===== src/rtl/gpio_port_pkg.sv =====
package gpio_port_pkg;

  typedef enum logic [2:0] {
    SEL_DATA  = 3'd0,
    SEL_DIR   = 3'd1,
    SEL_PAD   = 3'd2,
    SEL_CFGLO = 3'd3,
    SEL_CFGHI = 3'd4,
    SEL_MASK  = 3'd5,
    SEL_STAT  = 3'd6,
    SEL_NONE  = 3'd7
  } regSel_e;

  typedef struct packed {
    logic    wrData;
    logic    wrDir;
    logic    wrCfgLo;
    logic    wrCfgHi;
    logic    wrMask;
    logic    wrClr;
    logic    rdEn;
    regSel_e rdSel;
  } portStrobes_t;

  localparam logic [1:0] TRIG_LOW  = 2'b00;
  localparam logic [1:0] TRIG_HIGH = 2'b01;
  localparam logic [1:0] TRIG_RISE = 2'b10;
  localparam logic [1:0] TRIG_FALL = 2'b11;

endpackage


===== src/rtl/gpio_port_ctrl.sv =====
module gpio_port_ctrl
  import gpio_port_pkg::*;
#(
  parameter int ADDR_W = 5
) (
  input  logic [ADDR_W-1:0] busAddr,
  input  logic              busWrEn,
  input  logic              busRdEn,
  output portStrobes_t      strobes
);

  localparam int IDX_W = ADDR_W - 2;

  logic [IDX_W-1:0] wordIdx;
  regSel_e          sel;

  assign wordIdx = busAddr[ADDR_W-1:2];

  always_comb begin
    sel = SEL_NONE;
    if (busAddr[1:0] == 2'b00 && wordIdx < IDX_W'(7)) begin
      sel = regSel_e'(wordIdx[2:0]);
    end
  end

  always_comb begin
    strobes.wrData  = busWrEn && (sel == SEL_DATA);
    strobes.wrDir   = busWrEn && (sel == SEL_DIR);
    strobes.wrCfgLo = busWrEn && (sel == SEL_CFGLO);
    strobes.wrCfgHi = busWrEn && (sel == SEL_CFGHI);
    strobes.wrMask  = busWrEn && (sel == SEL_MASK);
    strobes.wrClr   = busWrEn && (sel == SEL_STAT);
    strobes.rdEn    = busRdEn;
    strobes.rdSel   = sel;
  end

endmodule


===== src/rtl/gpio_port_datapath.sv =====
module gpio_port_datapath
  import gpio_port_pkg::*;
#(
  parameter int NUM_PINS = 32
) (
  input  logic                clk,
  input  logic                rstN,
  input  portStrobes_t        strobes,
  input  logic [NUM_PINS-1:0] wrData,
  input  logic [NUM_PINS-1:0] pinIn,
  output logic [NUM_PINS-1:0] rdData,
  output logic [NUM_PINS-1:0] pinOut,
  output logic [NUM_PINS-1:0] pinOutEn,
  output logic                irqLow,
  output logic                irqHigh,
  output logic [NUM_PINS-1:0] statusQ,
  output logic [NUM_PINS-1:0] maskQ
);

  localparam int HALF = NUM_PINS / 2;

  logic [NUM_PINS-1:0] dataQ, dirQ, cfgLoQ, cfgHiQ;
  logic [NUM_PINS-1:0] syncA, syncB, prevQ;
  logic [NUM_PINS-1:0] setEvt, clrBits, maskedStat;

  // configuration and output registers
  always_ff @(posedge clk) begin
    if (!rstN) begin
      dataQ  <= '0;
      dirQ   <= '0;
      cfgLoQ <= '0;
      cfgHiQ <= '0;
      maskQ  <= '0;
    end else begin
      if (strobes.wrData)  dataQ  <= wrData;
      if (strobes.wrDir)   dirQ   <= wrData;
      if (strobes.wrCfgLo) cfgLoQ <= wrData;
      if (strobes.wrCfgHi) cfgHiQ <= wrData;
      if (strobes.wrMask)  maskQ  <= wrData;
    end
  end

  // two-stage synchronizer plus previous sample for edges
  always_ff @(posedge clk) begin
    if (!rstN) begin
      syncA <= '0;
      syncB <= '0;
      prevQ <= '0;
    end else begin
      syncA <= pinIn;
      syncB <= syncA;
      prevQ <= syncB;
    end
  end

  // per-pin trigger decode
  for (genvar p = 0; p < NUM_PINS; p++) begin : g_trig
    logic [1:0] mode;
    if (p < HALF) begin : g_lo
      assign mode = cfgLoQ[2*p +: 2];
    end else begin : g_hi
      assign mode = cfgHiQ[2*(p-HALF) +: 2];
    end
    assign setEvt[p] = ((mode == TRIG_LOW)  && !syncB[p]) ||
                       ((mode == TRIG_HIGH) &&  syncB[p]) ||
                       ((mode == TRIG_RISE) &&  syncB[p] && !prevQ[p]) ||
                       ((mode == TRIG_FALL) && !syncB[p] &&  prevQ[p]);
  end

  assign clrBits = strobes.wrClr ? wrData : '0;

  // sticky status, set has priority over clear
  always_ff @(posedge clk) begin
    if (!rstN) begin
      statusQ <= '0;
    end else begin
      statusQ <= (statusQ & ~clrBits) | setEvt;
    end
  end

  assign maskedStat = statusQ & maskQ;
  assign irqLow     = |maskedStat[HALF-1:0];
  assign irqHigh    = |maskedStat[NUM_PINS-1:HALF];
  assign pinOut     = dataQ;
  assign pinOutEn   = dirQ;

  always_comb begin
    rdData = '0;
    if (strobes.rdEn) begin
      case (strobes.rdSel)
        SEL_DATA:  rdData = dataQ;
        SEL_DIR:   rdData = dirQ;
        SEL_PAD:   rdData = syncB;
        SEL_CFGLO: rdData = cfgLoQ;
        SEL_CFGHI: rdData = cfgHiQ;
        SEL_MASK:  rdData = maskQ;
        SEL_STAT:  rdData = statusQ;
        default:   rdData = '0;
      endcase
    end
  end

endmodule


===== src/rtl/gpio_irq_port.sv =====
module gpio_irq_port
  import gpio_port_pkg::*;
#(
  parameter int NUM_PINS = 32,
  parameter int ADDR_W   = 5
) (
  input  logic                clk,
  input  logic                rstN,
  input  logic [ADDR_W-1:0]   busAddr,
  input  logic                busWrEn,
  input  logic [NUM_PINS-1:0] busWrData,
  input  logic                busRdEn,
  output logic [NUM_PINS-1:0] busRdData,
  input  logic [NUM_PINS-1:0] pinIn,
  output logic [NUM_PINS-1:0] pinOut,
  output logic [NUM_PINS-1:0] pinOutEn,
  output logic                irqLow,
  output logic                irqHigh
);

  portStrobes_t        strobes;
  logic [NUM_PINS-1:0] statusQ;
  logic [NUM_PINS-1:0] maskQ;

  gpio_port_ctrl #(.ADDR_W(ADDR_W)) ctrl_i (
    .busAddr (busAddr),
    .busWrEn (busWrEn),
    .busRdEn (busRdEn),
    .strobes (strobes)
  );

  gpio_port_datapath #(.NUM_PINS(NUM_PINS)) dp_i (
    .clk      (clk),
    .rstN     (rstN),
    .strobes  (strobes),
    .wrData   (busWrData),
    .pinIn    (pinIn),
    .rdData   (busRdData),
    .pinOut   (pinOut),
    .pinOutEn (pinOutEn),
    .irqLow   (irqLow),
    .irqHigh  (irqHigh),
    .statusQ  (statusQ),
    .maskQ    (maskQ)
  );

endmodule


===== config.mk =====
export PLATFORM = sky130hd
export DESIGN_NAME = gpio_irq_port
export DESIGN_NICKNAME = d
export VERILOG_FILES = /design/src/rtl/gpio_port_pkg.sv /design/src/rtl/gpio_port_ctrl.sv /design/src/rtl/gpio_port_datapath.sv /design/src/rtl/gpio_irq_port.sv
export SDC_FILE = /design/constraint.sdc
export NUM_CORES = 1
export LEC_CHECK = 0
export BUFFER_PORTS_ARGS = -buffer_cell sky130_fd_sc_hd__buf_2
export CAP_MARGIN = 20
export CORE_UTILIZATION = 47
export DETAILED_ROUTE_END_ITERATION = 8
export GPL_ROUTABILITY_DRIVEN = 0
export GPL_TIMING_DRIVEN = 0
export MAX_ROUTING_LAYER = met4
export PLACE_DENSITY = 0.74
export SLEW_MARGIN = 10
export SYNTH_ARGS = -nofsm -noshare
export SYNTH_HDL_FRONTEND = slang
export SYNTH_HIERARCHICAL = 1
export SYNTH_SLANG_ARGS = --single-unit

===== constraint.sdc =====
create_clock -name clk -period 3.2 [get_ports clk]
set_input_delay 0 -clock clk [delete_from_list [all_inputs] [get_ports clk]]
set_output_delay 0 -clock clk [all_outputs]
set_load 0.02 [all_outputs]

==> metrics.yaml <==
hold_path:
  hold_path_depth: 3
  hold_class: "in -> reg"
  min_to: "dp_i/cfgLoQ[21]"
  hold_start: "rstN"
power:
  p_leak_nw: 5.766
  ir_drop_mv: 0.4150
  pwr_density_cell_mw_per_mm2: 498.4
die:
  initial_core_util: 0.4827
  pin_count: 171
  die_area_mm2: 0.02850
  die_y_um: 168.8
  core_area_mm2: 0.02710
  row_count: 60
  die_w_um: 168.8
drt:
  drc_errors: 0
  detail-route-antenna-nets: 0
  drt_iter0_drc: 1131
  dr.pass1.iters: 6
  avgViaCountPerCell: 5.794
  wl_um: 41500
  num_vias: 10880
  wl_per_cell_um: 22.10
clock_tree:
  cts_tree: "done"
  clk_pin_slew_ns: 0.06
  htreeDepth: 1
  numCtsBuffers: 30
  clk_latency_ns: 0.57
  cts.path.max_buffers: 3
  clockRootBuffer: "clkbuf_16"
  cts.sinks: 288
  cts_resized: 0
synthesis:
  synthFlopType: "dfxtp_1"
  post-synth-top-area-fraction: 0.4407
  yosys-top-cells-count: "288 x dfxtp_1, 160 x mux2i_1, 160 x nor2b_1, 96 x and2_1, 64 x a22oi_1"
  synth.area.top_cells: "dfxtp_1 44%, mux2i_1 12%, nor2b_1 7.7%"
  async_flop_share: 0
  synthCells: 1219
  ys_seq_area_frac: 0.4407
  yosysWarnings: 6
  yosysMostFrequentCell: "dfxtp_1"
  yosysUniqueCellTypes: 41
  netlist_area_mm2: 0.01308
  synth_edf_count: 0
  synth.avg_cell_area_um2: 10.73
  synth_nets: 1292
  synth_seq_cells: 288
  yosys.area.top_type: "dfxtp_1"
sta:
  slew_headroom: 0.4251
  layout_setup_ws_ns: 1.010
  fin_hold_ws_ns: 0.09482
  hold_violations: 0
  finalCriticalPeriod_ns: 2.190
  drv_slew: 0
  setup_tns_ns: 0
  fin_skew_ns: 0.01196
  worst_slew_pin_slew_ns: 0.8557
  fmax_ghz: 0.4567
  grt_setup_unrepaired: "false"
  fin_crit_sh: 0.6843
  setup_violations: 0
grt:
  globalRouteOverflowTotal: 0
  antenna_found_initial: 0
  grtUsageTotal: 0.2945
  grt_max_degree: 16
  grt_pass1_vias: 10390
  grt_pass1_wl_um: 62020
cells_and_area:
  fillers: 2299
  area_growth_syn_to_layout_pct: 22.95
  drive_above_1_share: 0.2278
  n_antenna_cell: 0
  final_cell_area_mm2: 0.01608
  regArea_mm2: 0.005766
  multi_input_area_mm2: 0.006725
  layout.cells.non_filler: 1878
  num-nets-final: 1556
worst_setup_path:
  r2r_setup_slack_ns: 1.90
  r2r-start: "dp_i/syncB[16]"
  cp-end-kind: "output port"
  rr_endpoint: "dp_i/statusQ[16]"
  startpoint_type: "primary input"
  required_ns: 3.20
  crit_fanout: 10
  arrival_ns: 2.19
  reg2regPathDepth: 3
  timing_worst_setup_path_type: "in -> out"
place:
  numPortBuffers: 168
  pre_cts_slack_ns: 0.9977
  placedCellCount: 1759
  place_area_mm2: 0.01439
  hpwl_um: 29780
run_status:
  status: "finished clean"
run:
  cap_viol_max_count: 0
[placed cells by master, fill, tap and decap left out, types with 4 or more instances in the layout]
| cell type | instances |
|---|---|
| clkinvlp_4 | 4 |
| nand2b_1 | 30 |
| buf_2 | 193 |
| buf_6 | 10 |
| clkbuf_8 | 18 |
| dfxtp_1 | 288 |
| nor2_1 | 6 |
| o21a_1 | 30 |
| a22o_1 | 8 |
| nand3b_1 | 63 |
| nor2b_1 | 160 |
| a32oi_1 | 62 |
| a21boi_0 | 34 |
| and2_1 | 96 |
| o21ba_2 | 30 |
| mux2i_1 | 160 |
| dlygate4sd3_1 | 64 |
| a31oi_1 | 32 |
| clkbuf_16 | 30 |
| clkbuf_1 | 38 |
| a22oi_1 | 64 |
| clkinv_2 | 7 |
| a221oi_1 | 8 |
| mux2_4 | 29 |
[cell families after synthesis]
kind of cell,share of synthesized area
buf+inv,0.04515
flops,0.4407
mux,0.1583
simple gates,0.1892
compound gates,0.1653
xor+xnor,0.001339
[worst max-delay path, cell delays in order]
cell,delay [ns]
buf_2,0.11
or3_1,0.50
buf_6,0.22
nor3_1,0.27
buf_2,0.39
a22oi_1,0.18
a31oi_1,0.29
buf_2,0.22
[metal layers]
metal	wire length (um)	share of wire	up-vias	GRT usage
li1	-	-	4965	-
met1	17690	0.43	5243	0.3911
met2	18610	0.45	579	0.4567
met3	3873	0.093	94	0.04700
met4	1324	0.032	0	0.09723
met5	0	0	-	-
[power breakdown]
group	switching, mW	internal (mW)
clock	1.49	2.17
sequential	0.0942	3.68
combinational	0.303	0.284
total	1.89	6.13
[per-stage QoR]
step	power [mW]	util
2_1_floorplan	4.118	-
3_3_place_gp	4.344	0.5309
3_5_place_dp	4.357	0.5309
4_1_cts	8.030	0.5934
5_1_grt	8.222	0.5934
6_report	8.015	0.5934
[timing repair]
action,CTS,global route
setup endpoints to repair,0,0
hold endpoints to repair,223,0
buffers inserted,0,0
hold buffers,64,0
[state kept, by name, indices dropped and copies added, names as in the netlist]
name	flops
dp_i/prevQ	32
dp_i/pinOut	32
dp_i/cfgHiQ	32
dp_i/maskQ	32
dp_i/pinOutEn	32
dp_i/cfgLoQ	32
dp_i/syncB	32
dp_i/syncA	32
dp_i/statusQ	32
[how the worst max path moves through the flow]
stage / slack, ns / startpoint / cells past startpoint / to
after floorplan: 1.59 / busAddr[1] / 7 / dp_i/pinOut[10]
after global placement: 0.98 / busAddr[1] / 8 / dp_i/pinOut[2]
after detailed placement: 1.0 / busAddr[1] / 8 / dp_i/pinOut[14]
after CTS: 1.10 / busAddr[1] / 8 / busRdData[9]
after global routing: 0.98 / busAddr[1] / 8 / busRdData[9]
final: 1.01 / busAddr[1] / 8 / busRdData[9]
[area by class of cell]
type                            instances  area share
Multi-Input combinational cell        842      0.4182
Clock buffer                           39     0.05438
Timing Repair Buffer                  232     0.09211
Buffer                                 88     0.03649
Tap cell                              372     0.02894
Clock inverter                         16     0.01120
Sequential cell                       288      0.3585
Inverter                                1   0.0002334
Note: power is estimated with default switching activity, not from simulation.
